`src/rtl/dmc_pkg.sv`:
```
package dmc_pkg;
    typedef enum logic {
        OP_WORD = 1'b0,
        OP_BYTE = 1'b1
    } load_op_e;

    typedef enum logic {
        ST_IDLE = 1'b0,
        ST_FILL = 1'b1
    } cache_st_e;

    localparam int WORD_W = 32;
    localparam int OFF_W  = 2;
endpackage

```
`src/rtl/dmc_addr_split.sv`:
```
module dmc_addr_split #(
    parameter int ADDR_W = 8,
    parameter int IDX_W  = 2,
    localparam int TAG_W = ADDR_W - IDX_W - dmc_pkg::OFF_W
) (
    input  logic [ADDR_W-1:0]        addr,
    output logic [TAG_W-1:0]         tag,
    output logic [IDX_W-1:0]         idx,
    output logic [dmc_pkg::OFF_W-1:0] off
);
    always_comb begin
        off = addr[dmc_pkg::OFF_W-1:0];
        idx = addr[dmc_pkg::OFF_W +: IDX_W];
        tag = addr[ADDR_W-1 -: TAG_W];
    end
endmodule

```
`src/rtl/dmc_line_store.sv`:
```
module dmc_line_store #(
    parameter int LINES = 4,
    parameter int TAG_W = 4,
    localparam int IDX_W = $clog2(LINES)
) (
    input  logic                        clk,
    input  logic                        rst,
    input  logic [IDX_W-1:0]            rd_idx,
    output logic                        rd_valid,
    output logic [TAG_W-1:0]            rd_tag,
    output logic [dmc_pkg::WORD_W-1:0]  rd_data,
    input  logic                        wr_en,
    input  logic [IDX_W-1:0]            wr_idx,
    input  logic [TAG_W-1:0]            wr_tag,
    input  logic [dmc_pkg::WORD_W-1:0]  wr_data
);
    logic [LINES-1:0]                 valid_q;
    logic [TAG_W-1:0]                 tag_q  [LINES];
    logic [dmc_pkg::WORD_W-1:0]       data_q [LINES];

    for (genvar i = 0; i < LINES; i++) begin : g_line
        logic                       sel;
        logic                       valid_d;
        logic [TAG_W-1:0]           tag_d;
        logic [dmc_pkg::WORD_W-1:0] data_d;

        always_comb begin
            sel     = wr_en && (wr_idx == IDX_W'(i));
            valid_d = valid_q[i];
            tag_d   = tag_q[i];
            data_d  = data_q[i];
            if (sel) begin
                valid_d = 1'b1;
                tag_d   = wr_tag;
                data_d  = wr_data;
            end
        end

        always_ff @(posedge clk) begin
            if (rst) begin
                valid_q[i] <= 1'b0;
            end else begin
                valid_q[i] <= valid_d;
            end
            tag_q[i]  <= tag_d;
            data_q[i] <= data_d;
        end
    end

    always_comb begin
        rd_valid = valid_q[rd_idx];
        rd_tag   = tag_q[rd_idx];
        rd_data  = data_q[rd_idx];
    end
endmodule

```
`src/rtl/dmc_byte_pick.sv`:
```
module dmc_byte_pick (
    input  logic [dmc_pkg::WORD_W-1:0] word,
    input  logic [dmc_pkg::OFF_W-1:0]  off,
    input  logic                       op,
    output logic [dmc_pkg::WORD_W-1:0] result
);
    import dmc_pkg::*;

    logic [7:0] lane;

    always_comb begin
        case (off)
            2'd0:    lane = word[7:0];
            2'd1:    lane = word[15:8];
            2'd2:    lane = word[23:16];
            default: lane = word[31:24];
        endcase
        if (op == OP_BYTE) begin
            result = {24'h0, lane};
        end else begin
            result = word;
        end
    end
endmodule

```
`src/rtl/dm_load_cache.sv`:
```
module dm_load_cache #(
    parameter int ADDR_W = 8,
    parameter int LINES  = 4
) (
    input  logic              clk,
    input  logic              rst,
    input  logic              req_valid,
    input  logic              req_op,
    input  logic [ADDR_W-1:0] req_addr,
    output logic              req_ready,
    output logic              rsp_valid,
    output logic              rsp_hit,
    output logic              rsp_misalign,
    output logic [31:0]       rsp_data,
    output logic              mem_rd,
    output logic [ADDR_W-1:0] mem_addr,
    input  logic              mem_valid,
    input  logic [31:0]       mem_data
);
    import dmc_pkg::*;

    localparam int IDX_W = $clog2(LINES);
    localparam int TAG_W = ADDR_W - IDX_W - OFF_W;

    typedef struct packed {
        cache_st_e           state;
        logic                mem_rd;
        logic [ADDR_W-1:0]   mem_addr;
        logic                pend_op;
        logic [OFF_W-1:0]    pend_off;
        logic [IDX_W-1:0]    pend_idx;
        logic [TAG_W-1:0]    pend_tag;
        logic                rsp_valid;
        logic                rsp_hit;
        logic                rsp_mis;
        logic [WORD_W-1:0]   rsp_data;
    } ctl_t;

    ctl_t ctl_d, ctl_q;

    logic [TAG_W-1:0]  req_tag;
    logic [IDX_W-1:0]  req_idx;
    logic [OFF_W-1:0]  req_off;
    logic              line_valid;
    logic [TAG_W-1:0]  line_tag;
    logic [WORD_W-1:0] line_data;
    logic [WORD_W-1:0] hit_result;
    logic [WORD_W-1:0] fill_result;
    logic              fill_we;
    logic              lookup_hit;
    logic              misaligned;

    dmc_addr_split #(.ADDR_W(ADDR_W), .IDX_W(IDX_W)) u_split (
        .addr (req_addr),
        .tag  (req_tag),
        .idx  (req_idx),
        .off  (req_off)
    );

    dmc_line_store #(.LINES(LINES), .TAG_W(TAG_W)) u_store (
        .clk      (clk),
        .rst      (rst),
        .rd_idx   (req_idx),
        .rd_valid (line_valid),
        .rd_tag   (line_tag),
        .rd_data  (line_data),
        .wr_en    (fill_we),
        .wr_idx   (ctl_q.pend_idx),
        .wr_tag   (ctl_q.pend_tag),
        .wr_data  (mem_data)
    );

    dmc_byte_pick u_pick_hit (
        .word   (line_data),
        .off    (req_off),
        .op     (req_op),
        .result (hit_result)
    );

    dmc_byte_pick u_pick_fill (
        .word   (mem_data),
        .off    (ctl_q.pend_off),
        .op     (ctl_q.pend_op),
        .result (fill_result)
    );

    always_comb begin
        lookup_hit = line_valid && (line_tag == req_tag);
        misaligned = (req_op == OP_WORD) && (req_off != '0);
        req_ready  = (ctl_q.state == ST_IDLE);
        fill_we    = 1'b0;

        ctl_d           = ctl_q;
        ctl_d.rsp_valid = 1'b0;
        ctl_d.rsp_hit   = 1'b0;
        ctl_d.rsp_mis   = 1'b0;
        ctl_d.rsp_data  = '0;

        case (ctl_q.state)
            ST_IDLE: begin
                if (req_valid) begin
                    if (misaligned) begin
                        ctl_d.rsp_valid = 1'b1;
                        ctl_d.rsp_mis   = 1'b1;
                    end else if (lookup_hit) begin
                        ctl_d.rsp_valid = 1'b1;
                        ctl_d.rsp_hit   = 1'b1;
                        ctl_d.rsp_data  = hit_result;
                    end else begin
                        ctl_d.state    = ST_FILL;
                        ctl_d.mem_rd   = 1'b1;
                        ctl_d.mem_addr = {req_tag, req_idx, {OFF_W{1'b0}}};
                        ctl_d.pend_op  = req_op;
                        ctl_d.pend_off = req_off;
                        ctl_d.pend_idx = req_idx;
                        ctl_d.pend_tag = req_tag;
                    end
                end
            end
            ST_FILL: begin
                if (mem_valid) begin
                    fill_we         = 1'b1;
                    ctl_d.state     = ST_IDLE;
                    ctl_d.mem_rd    = 1'b0;
                    ctl_d.rsp_valid = 1'b1;
                    ctl_d.rsp_data  = fill_result;
                end
            end
            default: ctl_d.state = ST_IDLE;
        endcase
    end

    always_ff @(posedge clk) begin
        if (rst) begin
            ctl_q <= '{state: ST_IDLE, default: '0};
        end else begin
            ctl_q <= ctl_d;
        end
    end

    assign rsp_valid    = ctl_q.rsp_valid;
    assign rsp_hit      = ctl_q.rsp_hit;
    assign rsp_misalign = ctl_q.rsp_mis;
    assign rsp_data     = ctl_q.rsp_data;
    assign mem_rd       = ctl_q.mem_rd;
    assign mem_addr     = ctl_q.mem_addr;
endmodule

```
`config.mk`:
```
export PLATFORM = sky130hd
export DESIGN_NAME = dm_load_cache
export DESIGN_NICKNAME = d
export VERILOG_FILES = /design/src/rtl/dmc_pkg.sv /design/src/rtl/dmc_addr_split.sv /design/src/rtl/dmc_line_store.sv /design/src/rtl/dmc_byte_pick.sv /design/src/rtl/dm_load_cache.sv
export SDC_FILE = /design/constraint.sdc
export NUM_CORES = 1
export LEC_CHECK = 0
export ABC_CLOCK_PERIOD_IN_PS = 6400
export BUFFER_PORTS_ARGS = -buffer_cell sky130_fd_sc_hd__buf_2
export CAP_MARGIN = 30
export CORE_ASPECT_RATIO = 1.25
export CORE_MARGIN = 3
export CORE_UTILIZATION = 58
export CTS_CLUSTER_SIZE = 20
export DETAILED_ROUTE_END_ITERATION = 8
export GPL_ROUTABILITY_DRIVEN = 0
export GPL_TIMING_DRIVEN = 0
export PLACE_DENSITY = 0.81
export REMOVE_ABC_BUFFERS = 1
export SYNTH_ARGS = -nofsm -noshare
export SYNTH_HDL_FRONTEND = slang
export SYNTH_SLANG_ARGS = --single-unit
```
`constraint.sdc`:
```
create_clock -name clk -period 6.4 [get_ports clk]
set_input_delay 1.28 -clock clk [delete_from_list [all_inputs] [get_ports clk]]
set_output_delay 1.28 -clock clk [all_outputs]
set_load 0.05 [all_outputs]
```
======== Word-level counts from Yosys, hierarchy flattened ========
Memories as Yosys holds them, arrays and structs flattened.
Index checks and enable logic that the tools add are counted.
word-level totals
  output and inout bits ................... 45
  register bits after elaboration ......... 56
  bits of input ports ..................... 45
  RAM bits ................................ 144
  memories kept ........................... 2
  word-level logic and storage cells ...... 107
memory list
  name            words  width  read ports  clocked after Yosys merged registers in  write ports  RTL line              source
  u_store.data_q  4      32     1           0                                        1            dmc_line_store.sv:19  logic [dmc_pkg::WORD_W-1:0] data_q [LINES];
  u_store.tag_q   4      4      1           0                                        1            dmc_line_store.sv:18  logic [TAG_W-1:0] tag_q [LINES];
operators by class
  reductions and logical operators ........ 20
  equal/unequal tests ..................... 16
  bitwise logic cells ..................... 5
  mux-type cells .......................... 48
  $lt $le $gt $ge ......................... 1
operators with widths
  operator            number
  $mux 32             12
  $reduce_or 32->1    3
  $pmux 32 s2         1
  $mux 54             1
  $pmux 8 s3          2
  $mux 19             2
  $mux 4              7
  $mux 2              8
  $reduce_or 4->1     4
  $mux 1              12
  $eq 2x2->1 const B  4
  $ne 2x2->1 const B  4
  $reduce_and 4->1    2
  $eq 2x1->1 const B  3
  $logic_and 1x1->1   6
  $logic_not 2->1     3
  $not 1->1           5
  $eq 4x4->1          1
  $ne 1x1->1 const B  4
  $pmux 2 s2          1
  $lt 2x3->1 const B  1
  $reduce_or 3->1     1
  $bmux 1 s2          1
  $pmux 1 s2          1
  $reduce_bool 2->1   1

======== Logic depth before layout (Yosys ltp) ========
Gate-level depths: netlist of the first run.
  depth in word-level cells ............... 8
  gate-level depth with buffers ........... 8
  mapped depth without buffers ............ 6

======== Hierarchy ========
From an unflattened synthesis of the first run, not the netlist that was laid out.
second synthesis, totals
  cell total of the unflattened synthesis .. 530
  area total of the unflattened synthesis .. 8,365.5 sq um
by module, submodules not included
  module          times used  area an instance (sq um)  cells each  sequential area each (sq um)
  dmc_line_store  1           5,427.7                   204         4,404.2
  dm_load_cache   1           1,979.4                   190         920.9
  dmc_byte_pick   2           449.2                     64          0.0
  dmc_addr_split  1           60.1                      8           0.0

======== Worst setup path after synthesis of the first run ========
Ideal clock, no wire load.
  path type ............................... input -> register
  from .................................... input port mem_valid
  to ...................................... memory u_store.data_q[2][0] (netlist bit) (enable)
  stages on the path ...................... 2
  library setup time ...................... 484 ps
  arrival time ............................ 4,131 ps
  slack ................................... 1,785 ps
  path buffers ............................ 0
  required time ........................... 5,916 ps
  cells stage by stage .................... nand2_1 -> nor3b_1
on the way
  elaborated cells on any way between the ends .. 19
  classes of those cells .................. eq/ne: 4; mux: 8; reduce/logical: 7
RTL lines
  element                                                  RTL line              source
  from (decl)                                              dm_load_cache.sv:17   input logic mem_valid,
  $mux 1 (*)                                               dm_load_cache.sv:121  if (mem_valid) begin
  $mux 1 (*)                                               dm_load_cache.sv:99   case (ctl_q.state)
  $logic_and 1x1->1 (*)                                    dmc_line_store.sv:28  sel = wr_en && (wr_idx == IDX_W'(i));
  via u_store.g_line[2].sel                                dmc_line_store.sv:22  logic sel;
  $ne 1x1->1 (no line) (*)                                 --
  $reduce_or 32->1 (no line)                               --
  $mux 2 (no line) or $mux 1 (tied branches) (2 in a row)  --
  to (decl)                                                dmc_line_store.sv:19
Mark *: on every way through the listed nets, which the timed path passes. The rest lies on a longest branch.

======== Worst setup path after layout of the first run ========
  from .................................... input port req_addr[2]
  to ...................................... register ctl_q, in the netlist rsp_data[15]
on the way
  cells in the longest elaborated chain, start to end .. 7
  elaborated cells on any way between the ends .. 11
  classes of those cells .................. eq/ne: 1; mux: 7; reduce/logical: 1; memory: 2
RTL lines
  element                                    RTL line                                   source
  from (decl)                                dm_load_cache.sv:9                         input logic [ADDR_W-1:0] req_addr,
  $mem_v2 4x4 or $bmux 1 s2 (tied branches)  --
  $eq 4x4->1 or $mux 1 (tied branches)       dm_load_cache.sv:88, dmc_line_store.sv:51
  $logic_and 1x1->1                          dm_load_cache.sv:88                        lookup_hit = line_valid && (line_tag == req_tag);
  $mux 32 (*)                                dm_load_cache.sv:105                       end else if (lookup_hit) begin
  $mux 32 (*)                                dm_load_cache.sv:102                       if (misaligned) begin
  $mux 54 (*)                                dm_load_cache.sv:101                       if (req_valid) begin
  $pmux 32 s2 (*)                            dm_load_cache.sv:99
  to (signal assigned)                       dm_load_cache.sv:137                       ctl_q <= ctl_d;
  to (decl)                                  dm_load_cache.sv:39                        ctl_t ctl_d, ctl_q;
Mark *: on every way between the ends. The rest lies on a longest branch, timed or not. The select of a mux whose other input is x is not followed.
A chain may end at the register's enable or synchronous reset.

==> out/summary.txt, run 1 <==
Seq pwr share - 52.6%
CTS Root Cell - clkbuf_16
fillers - 914
hold worst-path end - mem_rd$_SDFFE_PP0P_
cts repair resizes - 0
FF-to-FF Start - u_store.tag_q[2][0]$_DFFE_PP_
dominant cell by count in the synthesized netlist - edfxtp_1
Synth top area share - 54.6%
grt met1 use - 28.4%
vias in the first global route - 4543
fin nets - 571
CP Data Required Time - 6.76 ns
worst hold stages - 1
die width - 110 um
Ys Warns - 0
M3 GR Usage - 5.48%
Comb pwr share - 7.1%
Final Cycle Share - 57.3%
DR vias/cell - 6.21
clock network power share - 40.3%
port bufs - 87
Peak VDD IR - 0.000178 V
Starting Density - 59.5%
area leader, netlist - edfxtp_1
Die Y-Extent - 137 um
crit path kind - in2reg
layout cells sized above 1 - 35.6%
reg2reg setup slack - 4.08 ns
most common library cells after synthesis - edfxtp_1 (144), dfxtp_1 (50), buf_4 (41), mux4_2 (36), a22o_1 (31)
fmax - 273 MHz
HPWL Detailed - 10800 um
WP data arrival - 4.02 ns
count of cell types in the netlist - 44
reg2reg end - rsp_data[15]$_SDFF_PP0_
Int Pwr - 2.06 mW
max_cap viols - 0
CP Max Fanout - 19
Seq cells post-synth - 194
HP Start - mem_rd$_SDFFE_PP0P_
DR pass1 iterations - 5
met2 Use GR - 39.3%
Critical Path End Type - flop
CTS Buf Count - 17
PwrDens - 292 nW/um^2
drt drc - 0
main area contributors after synthesis - edfxtp_1 (55%), dfxtp_1 (13%), mux4_2 (10%), buf_4 (3.9%), a22o_1 (3.4%)
Most Crowded Layer GR - met2
minimum clock period - 3.67 ns
Avg Cell Area, Syn - 16.9 sq um
Top FF cell, synth - edfxtp_1
FFs w/ async S/R, synth - 0%
Layout area overhead - 13.6%
initial antenna violation count - 1
Util after Layout - 67.6%
pre-CTS setup slack - 2.24 ns
clock sink count - 194
Startpoint Class - input port
Hold Buf Count CTS - 0
NetSw - 0.569 mW
total gr overflow - 0
Setup Buffers After CTS - 0
final setup fails - 0
Hold/Removal Path Class - reg2reg
post-synthesis sequential area ratio - 67.3%
clock slew at reported path FFs - 0.06 ns
overall routed net length - 16600 um
CTS max path bufs - 2
H-tree lvl count - 4
site row count - 47
Worst-Skew Late Latency - 0.43 ns
Syn Inst Count - 468
Final ANT Viol Nets - 0
GRT Total Usage - 22.9%
final hold vios - 0
DRT iter0 DRCs - 354
depth of the worst register-to-register path - 7
Slew Viols, Final - 0
Core Box Area - 13300 sq um
routed vias - 4415
Slew @ Worst Pin - 0.797 ns
Worst Clk Skew - 0.0106 ns
hold slack final - 0.469 ns
WL/cell - 23.3 um
outcome - complete, no violations
largest net degree at the start of global routing - 29
Final WS setup - 2.73 ns
number of synthesized flops with an enable pin - 144
sw frac - 21.7%
CTS tree - built
I/O Pins - 90
relative slew slack - 46.8%
Mapped Area - 7910 sq um
RSZ-0062 raised after global routing - no
Die ar. - 15100 sq um
global-route wire length before repair - 25700 um
Leakage Power - 3.21 nW
through the flow:
step / power (mW) / area (sq um) / setup TNS [ns] / std cells
floorplan: 1.51 / 7480 / 0 / 401
global placement: 1.58 / 8130 / -37.59 / 659
detailed placement: 1.59 / 8390 / 0 / 678
CTS: 2.64 / 8990 / 0 / 710
global route: 2.71 / 8990 / 0 / 711
finish: 2.62 / 8990 / 0 / 711
layout by cell type, fill, tap and decap left out, types with 2 or more instances in the layout:
master      count
clkinvlp_4      4
nor2b_1         9
mux2i_1        21
clkinv_4        2
a21oi_1         2
nor3_2          2
clkbuf_1        2
buf_12          3
nand3_1         2
bufinv_16       3
a32oi_1         2
nand2b_1       18
o22ai_1         7
conb_1          2
dfxtp_1        50
buf_6          15
a22oi_1         7
nor3b_2         2
clkinv_2        2
o22a_1          7
clkbuf_16      17
buf_2          87
nor2_1         11
o21ba_2         2
inv_1           2
a22o_1         31
edfxtp_1      144
a31oi_1         6
nand2_1         5
mux2_2          7
o21a_1          2
mux4_2         36
xnor2_1         8
how the worst max path moves through the flow:
stage / start / to / slack, ns / cells after the start
floorplan: mem_valid / u_store.data_q[2][0]$_DFFE_PP_ / 1.78 / 2
global placement: mem_valid / u_store.data_q[1][25]$_DFFE_PP_ / -0.50 / 3
detailed placement: req_addr[2] / rsp_data[15]$_SDFF_PP0_ / 2.24 / 8
CTS: req_addr[2] / rsp_data[15]$_SDFF_PP0_ / 2.68 / 8
global route: req_addr[2] / rsp_data[15]$_SDFF_PP0_ / 2.58 / 8
finish: req_addr[2] / rsp_data[15]$_SDFF_PP0_ / 2.73 / 8
area by class of cell:
cell class / count / area (sq um) / share of cell area (%)
antenna: 1 / 2.50 / 0.0278
clock buffer: 19 / 433 / 4.82
clock inverter: 13 / 160 / 1.78
inverter: 2 / 7.51 / 0.0835
multi-input combinational: 205 / 2170 / 24.1
sequential: 194 / 5330 / 59.2
tap: 171 / 214 / 2.38
timing repair buffer: 106 / 679 / 7.56
power groups by stage:
stage                     Clock, mW  Combinational [mW]  Sequential (mW)
after floorplan                   0              0.0821             1.43
after global placement            0               0.173             1.41
after detailed placement          0               0.186             1.41
after CTS                      1.07               0.188             1.38
after global routing           1.12               0.199             1.38
final                          1.06               0.187             1.38
layer usage:
layer,part of all wire [%],up-vias
met5,0,-
met4,2.3,0
met3,8.7,36
met2,52,239
met1,37,2225
li1,-,1915
critical path: stages:
cell,delay [ns]
buf_2,0.55
buf_12,0.28
mux4_2,0.55
xnor2_2,0.23
o211ai_4,0.21
nor4_4,0.50
buf_6,0.24
a22o_1,0.16
registers in the layout (all words and copies together) (netlist names):
name             cells
ctl_q                8
mem_addr             2
mem_rd               1
rsp_data            32
rsp_hit              1
rsp_misalign         1
rsp_valid            1
u_store.data_q     128
u_store.tag_q       16
u_store.valid_q      4
cell families after synthesis:
group,Yosys count,share of synthesized area (%)
flip-flops,194,67.3
AO/OA/AOI/OAI,74,7.84
buffers and inverters,70,5.65
multiplexers,64,13.9
AND/OR/NAND/NOR,56,4.17
XOR/XNOR,9,1.09
other,1,0.0474
No activity file was read; power rests on OpenSTA's default activity.
==> run 2, diff against run 1 <==
--- a/config.mk
+++ b/config.mk
@@ -5,17 +5,18 @@
 export SDC_FILE = /design/constraint.sdc
 export NUM_CORES = 1
 export LEC_CHECK = 0
-export ABC_CLOCK_PERIOD_IN_PS = 6400
+export ABC_AREA = 1
+export ABC_CLOCK_PERIOD_IN_PS = 3170
 export BUFFER_PORTS_ARGS = -buffer_cell sky130_fd_sc_hd__buf_2
 export CAP_MARGIN = 30
 export CORE_ASPECT_RATIO = 1.25
 export CORE_MARGIN = 3
-export CORE_UTILIZATION = 58
+export CORE_UTILIZATION = 53
 export CTS_CLUSTER_SIZE = 20
 export DETAILED_ROUTE_END_ITERATION = 8
 export GPL_ROUTABILITY_DRIVEN = 0
 export GPL_TIMING_DRIVEN = 0
-export PLACE_DENSITY = 0.81
+export PLACE_DENSITY = 0.78
 export REMOVE_ABC_BUFFERS = 1
 export SYNTH_ARGS = -nofsm -noshare
 export SYNTH_HDL_FRONTEND = slang
==> constraint.sdc (replaced) <==
create_clock -name clk -period 3.17 [get_ports clk]
set_input_delay 0.634 -clock clk [delete_from_list [all_inputs] [get_ports clk]]
set_output_delay 0.634 -clock clk [all_outputs]
set_load 0.05 [all_outputs]
==> run 2 against run 1 <==
Compared with the run above: final cell count increased by 62%; largest cell class unchanged; combinational power increased to 2.7 times the previous value; wire length increased by 27%; flip-flop and latch count unchanged; synthesized area increased by 9.4%; sequential share of layout area decreased by 4.1 points; die area increased by 19%; largest power group unchanged; total power increased by 110%; non-clock buffer count unchanged.
==> out/summary.txt, run 2 <==
outcome - complete, no violations
vias in the first global route - 6157
Layout area overhead - 11.6%
commonest cells after routing, fill and taps aside - nand2_1 (248), edfxtp_1 (144), nand3_1 (117)
reg2reg end - rsp_data[24]$_SDFF_PP0_
Top FF cell, synth - edfxtp_1
PwrDens - 557 nW/um^2
Util after Layout - 61.1%
global-route wire length before repair - 32300 um
crit path kind - in2reg
CTS tree - built
Slew Viols, Final - 0
final setup fails - 0
clock slew at reported path FFs - 0.07 ns
I/O Pins - 90
CP endpoint - rsp_data[24]$_SDFF_PP0_
minimum clock period - 3.00 ns
clock sink count - 194
DR pass1 iterations - 5
WL/cell - 18.2 um
fin nets - 974
Critical Path End Type - flop
most common library cells after synthesis - nand2_1 (249), edfxtp_1 (144), nand3_1 (117), nor2_1 (87), dfxtp_1 (50)
depth of the worst register-to-register path - 7
Peak VDD IR - 0.000341 V
DRT iter0 DRCs - 620
RSZ-0062 raised after global routing - no
Starting Density - 54.7%
CP Max Fanout - 24
overall routed net length - 21100 um
diode count - 0
final hold vios - 0
fmax - 333 MHz
DR vias/cell - 5.56
max reg flops - 128
HPWL Detailed - 13100 um
Biggest register - u_store.data_q
post-synthesis sequential area ratio - 61.5%
die width - 120 um
FFs w/ async S/R, synth - 0%
Worst Setup SP - req_addr[1]
highest-delay cell along the critical path - nor2_1
GRT Total Usage - 23.8%
routed vias - 6411
CTS Root Cell - clkbuf_16
Worst Clk Skew - 0.00697 ns
CTS max path bufs - 2
initial antenna violation count - 1
number of synthesized flops with an enable pin - 144
Core Box Area - 15800 sq um
Setup Buffers After CTS - 0
Die Y-Extent - 149 um
Hold/Removal Path Class - in2reg
total gr overflow - 0
dominant cell by count in the synthesized netlist - nand2_1
pre-CTS setup slack - -0.493 ns
layout cells sized above 1 - 22.0%
Syn Inst Count - 883
Slew @ Worst Pin - 1.10 ns
Placed Cells - 1121
Seq cells post-synth - 194
CP Data Required Time - 3.52 ns
drt drc - 0
largest net degree at the start of global routing - 50
fin cells - 1154
Final Cycle Share - 94.7%
port bufs - 87
count of cell types in the netlist - 27
Leakage Power - 3.84 nW
max_cap viols - 0
Startpoint Class - input port
WP data arrival - 3.35 ns
site row count - 51
reg2reg setup slack - 0.28 ns
Final ANT Viol Nets - 0
crit-path cells - buf_2 -> nor2_2 -> nor2_1 -> nor2_1 -> nand2_2 -> nor2_1 -> nand2_2 -> a21oi_2
main area contributors after synthesis - edfxtp_1 (50%), dfxtp_1 (12%), nand2_1 (11%), nand3_1 (6.8%), buf_4 (3.9%)
commonest non-fill, non-tap cell in the layout - nand2_1
Die ar. - 17900 sq um
FF-to-FF Start - ctl_q[53]$_SDFF_PP0_
Ys Warns - 0
area leader, netlist - edfxtp_1
Mapped Area - 8660 sq um
most used cell, CP - nor2_1
H-tree lvl count - 4
relative slew slack - 26.1%
Synth top area share - 49.9%
CTS Buf Count - 17
Worst-Skew Late Latency - 0.43 ns
slowest stage delay, CP - 0.77 ns
Final WS setup - 0.168 ns
Avg Cell Area, Syn - 9.80 sq um
Pwr Total - 5.38 mW
## run 2: power by group
group / total [mW] / internal [mW] / switching, mW
Sequential: 2.80 / 2.77 / 0.0297
Combinational: 0.507 / 0.133 / 0.374
Clock: 2.08 / 1.19 / 0.883
Total: 5.38 / 4.10 / 1.29
## run 2: worst min path at each step
stage | start | endpoint | slack (ns) | depth (start not counted)
finish | mem_data[2] | u_store.data_q[0][2]$_DFFE_PP_ | 0.43 | 1
global route | mem_data[3] | u_store.data_q[3][3]$_DFFE_PP_ | 0.42 | 1
detailed placement | u_store.valid_q[3]$_SDFFE_PP0P_ | u_store.valid_q[3]$_SDFFE_PP0P_ | 0.46 | 2
floorplan | u_store.valid_q[1]$_SDFFE_PP0P_ | u_store.valid_q[1]$_SDFFE_PP0P_ | 0.44 | 2
CTS | mem_data[3] | u_store.data_q[2][3]$_DFFE_PP_ | 0.41 | 1
global placement | u_store.valid_q[2]$_SDFFE_PP0P_ | u_store.valid_q[2]$_SDFFE_PP0P_ | 0.45 | 2
## run 2: kinds of logic after synthesis
| kind of cell | after synthesis | share of synthesized area, % |
|---|---|---|
| simple gates | 491 | 24.5 |
| compound gates | 79 | 6.03 |
| flops | 194 | 61.5 |
| other cells | 1 | 0.0433 |
| buf+inv | 118 | 7.95 |
## run 2: timing repair
item	in CTS	in global routing
resized for setup	2	1
setup endpoints to repair	17	41
hold buffers	0	0
## run 2: metrics by stage
step	TNS (ns)	instance area [sq um]	hold slack (ns)
final	0	9660	0.429
after global routing	0	9660	0.421
after CTS	0	9650	0.408
after detailed placement	-17.07	9080	0.461
after global placement	-467.57	8820	0.452
after floorplan	-97.10	8120	0.441
## run 2: final cells by class
class                           instances  area (sq um)
Clock buffer                           21           460
Clock inverter                         11           110
Fill cell                            1320          6160
Inverter                               38           143
Multi-Input combinational cell        572          2670
Sequential cell                       194          5330
Tap cell                              212           265
Timing Repair Buffer                  106           688
## run 2: worst max-delay path, delay by kind of cell
kind                   cells  cell delay [ns]
and+or+nand+nor            6             2.37
buffers and inverters      1             0.13
AOI/OAI and AO/OA          1             0.20
## run 2: layer usage
metal	track usage, %	share of wire [%]
met4	12.4	3.2
met1	29.8	38
met5	0	0.052
met2	39.4	50
met3	4.78	9.2
==> run 3, diff against run 2 <==
--- a/config.mk
+++ b/config.mk
@@ -11,12 +11,12 @@
 export CAP_MARGIN = 30
 export CORE_ASPECT_RATIO = 1.25
 export CORE_MARGIN = 3
-export CORE_UTILIZATION = 53
+export CORE_UTILIZATION = 45
 export CTS_CLUSTER_SIZE = 20
 export DETAILED_ROUTE_END_ITERATION = 8
 export GPL_ROUTABILITY_DRIVEN = 0
 export GPL_TIMING_DRIVEN = 0
-export PLACE_DENSITY = 0.78
+export PLACE_DENSITY = 0.68
 export REMOVE_ABC_BUFFERS = 1
 export SYNTH_ARGS = -nofsm -noshare
 export SYNTH_HDL_FRONTEND = slang
==> run 3 against run 2 <==
Compared with the run above: final cell count up 1.8%; combinational power barely moved; die area rose by 17%; worst hold slack worse by 0.0034 ns; clock power shrank 6%.
==> out/summary.txt, run 3 (synthesis results as in run 2) <==
Slew @ Worst Pin - 1.07 ns
Setup Buffers After CTS - 0
max reg flops - 128
Area after DPL - 9130 sq um
Peak VDD IR - 0.000397 V
minimum clock period - 2.99 ns
layout cells sized above 1 - 21.9%
CP Data Required Time - 3.53 ns
global-route wire length before repair - 32300 um
final hold vios - 0
hold worst-path end - u_store.data_q[2][2]$_DFFE_PP_
GRT Total Usage - 20.5%
CP Max Fanout - 19
reg2reg setup slack - 0.31 ns
CTS Root Cell - clkbuf_16
port bufs - 87
routed vias - 6247
Worst-Skew Late Latency - 0.44 ns
largest net degree at the start of global routing - 78
Slew Viols, Final - 0
final setup fails - 0
worst hold stages - 1
Startpoint Class - input port
Leakage Power - 3.83 nW
DR pass1 iterations - 5
CTS Buf Count - 17
total gr overflow - 0
reg2reg end - rsp_data[29]$_SDFF_PP0_
DR vias/cell - 5.32
clock slew at reported path FFs - 0.06 ns
Final Cycle Share - 94.4%
die width - 130 um
FF-to-FF Start - ctl_q[53]$_SDFF_PP0_
initial antenna violation count - 2
PwrDens - 545 nW/um^2
Final Cell Area - 9670 sq um
Die Y-Extent - 161 um
outcome - complete, no violations
Critical Path End Type - flop
relative slew slack - 28.2%
HPWL Detailed - 13500 um
Util after Layout - 51.3%
overall routed net length - 21300 um
Worst Clk Skew - 0.00868 ns
CTS tree - built
Die ar. - 20900 sq um
fmax - 334 MHz
Biggest register - u_store.data_q
site row count - 56
Final ANT Viol Nets - 0
commonest cells after routing, fill and taps aside - nand2_1 (249), edfxtp_1 (144), nand3_1 (117)
fin nets - 974
WP data arrival - 3.35 ns
commonest non-fill, non-tap cell in the layout - nand2_1
CTS max path bufs - 2
H-tree lvl count - 4
Core Box Area - 18800 sq um
WL/cell - 18.1 um
vias in the first global route - 5846
crit path kind - in2reg
HP Start - mem_data[2]
Starting Density - 45.9%
clock sink count - 194
depth of the worst register-to-register path - 8
Layout area overhead - 11.8%
Hold/Removal Path Class - in2reg
drt drc - 0
I/O Pins - 90
DRT iter0 DRCs - 536
max_cap viols - 0
==> run 3: changes by cell type in the layout (fill, tap and decap cells not counted), moves of 2 or more <==
cell / change
buf_8: -4
inv_4: +2
buf_16: +2
bufinv_16: -2
clkinv_4: +5
buf_4: -2
buf_6: +6
clkinv_2: -3
==> run 3: cell type report <==
class | count | area (sq um)
antenna | 1 | 2.50
multi-input combinational | 572 | 2670
clock buffer | 21 | 450
tap | 232 | 290
sequential | 194 | 5330
timing repair buffer | 106 | 708
fill | 1673 | 9170
clock inverter | 11 | 82.6
inverter | 38 | 145
==> run 3: critical path, cell delays in order <==
cell	delay [ns]
buf_2	0.12
nor2_2	0.50
nor2_1	0.14
nor2_1	0.76
nand2_1	0.47
buf_16	0.30
nor2_1	0.16
nand2_2	0.08
a21oi_2	0.17
==> run 3: metal layers <==
layer	up-vias	GRT usage, %	part of all wire [%]
met5	-	0	0.061
met1	2945	26.1	41
li1	3016	-	-
met3	44	4.37	6.1
met4	2	8.32	2.7
met2	240	33.9	50
==> run 3: timing repair <==
item                       CTS  global route
hold buffers                 0             0
gates resized for setup      2             2
setup endpoints to repair   30             3
==> run 3: worst max-delay path by stage <==
stage | start | end | depth (start not counted)
floorplan | ctl_q[39]$_SDFFE_PP0P_ | u_store.data_q[1][0]$_DFFE_PP_ | 2
CTS | req_addr[1] | rsp_data[29]$_SDFF_PP0_ | 9
global placement | mem_valid | u_store.data_q[2][23]$_DFFE_PP_ | 3
finish | req_addr[1] | rsp_data[29]$_SDFF_PP0_ | 9
detailed placement | req_addr[3] | rsp_data[0]$_SDFF_PP0_ | 9
global route | req_addr[1] | rsp_data[29]$_SDFF_PP0_ | 9
==> run 3: power breakdown <==
group / switching, mW / internal, mW
logic: 0.373 / 0.134
registers: 0.0295 / 2.77
clock network: 0.932 / 1.03
total: 1.34 / 3.93
==> run 3: through the flow <==
stage / setup WS (ns) / hold slack [ns] / power, mW / setup TNS (ns) / std cells
after CTS: 0.190 / 0.406 / 5.29 / 0 / 1174
after floorplan: -0.678 / 0.441 / 3.13 / -97.10 / 804
after detailed placement: -0.568 / 0.460 / 3.36 / -20.87 / 1142
after global placement: -3.19 / 0.450 / 3.34 / -512.08 / 1123
after global routing: -0.00411 / 0.422 / 5.44 / -0.00411 / 1175
final: 0.179 / 0.426 / 5.27 / 0 / 1175
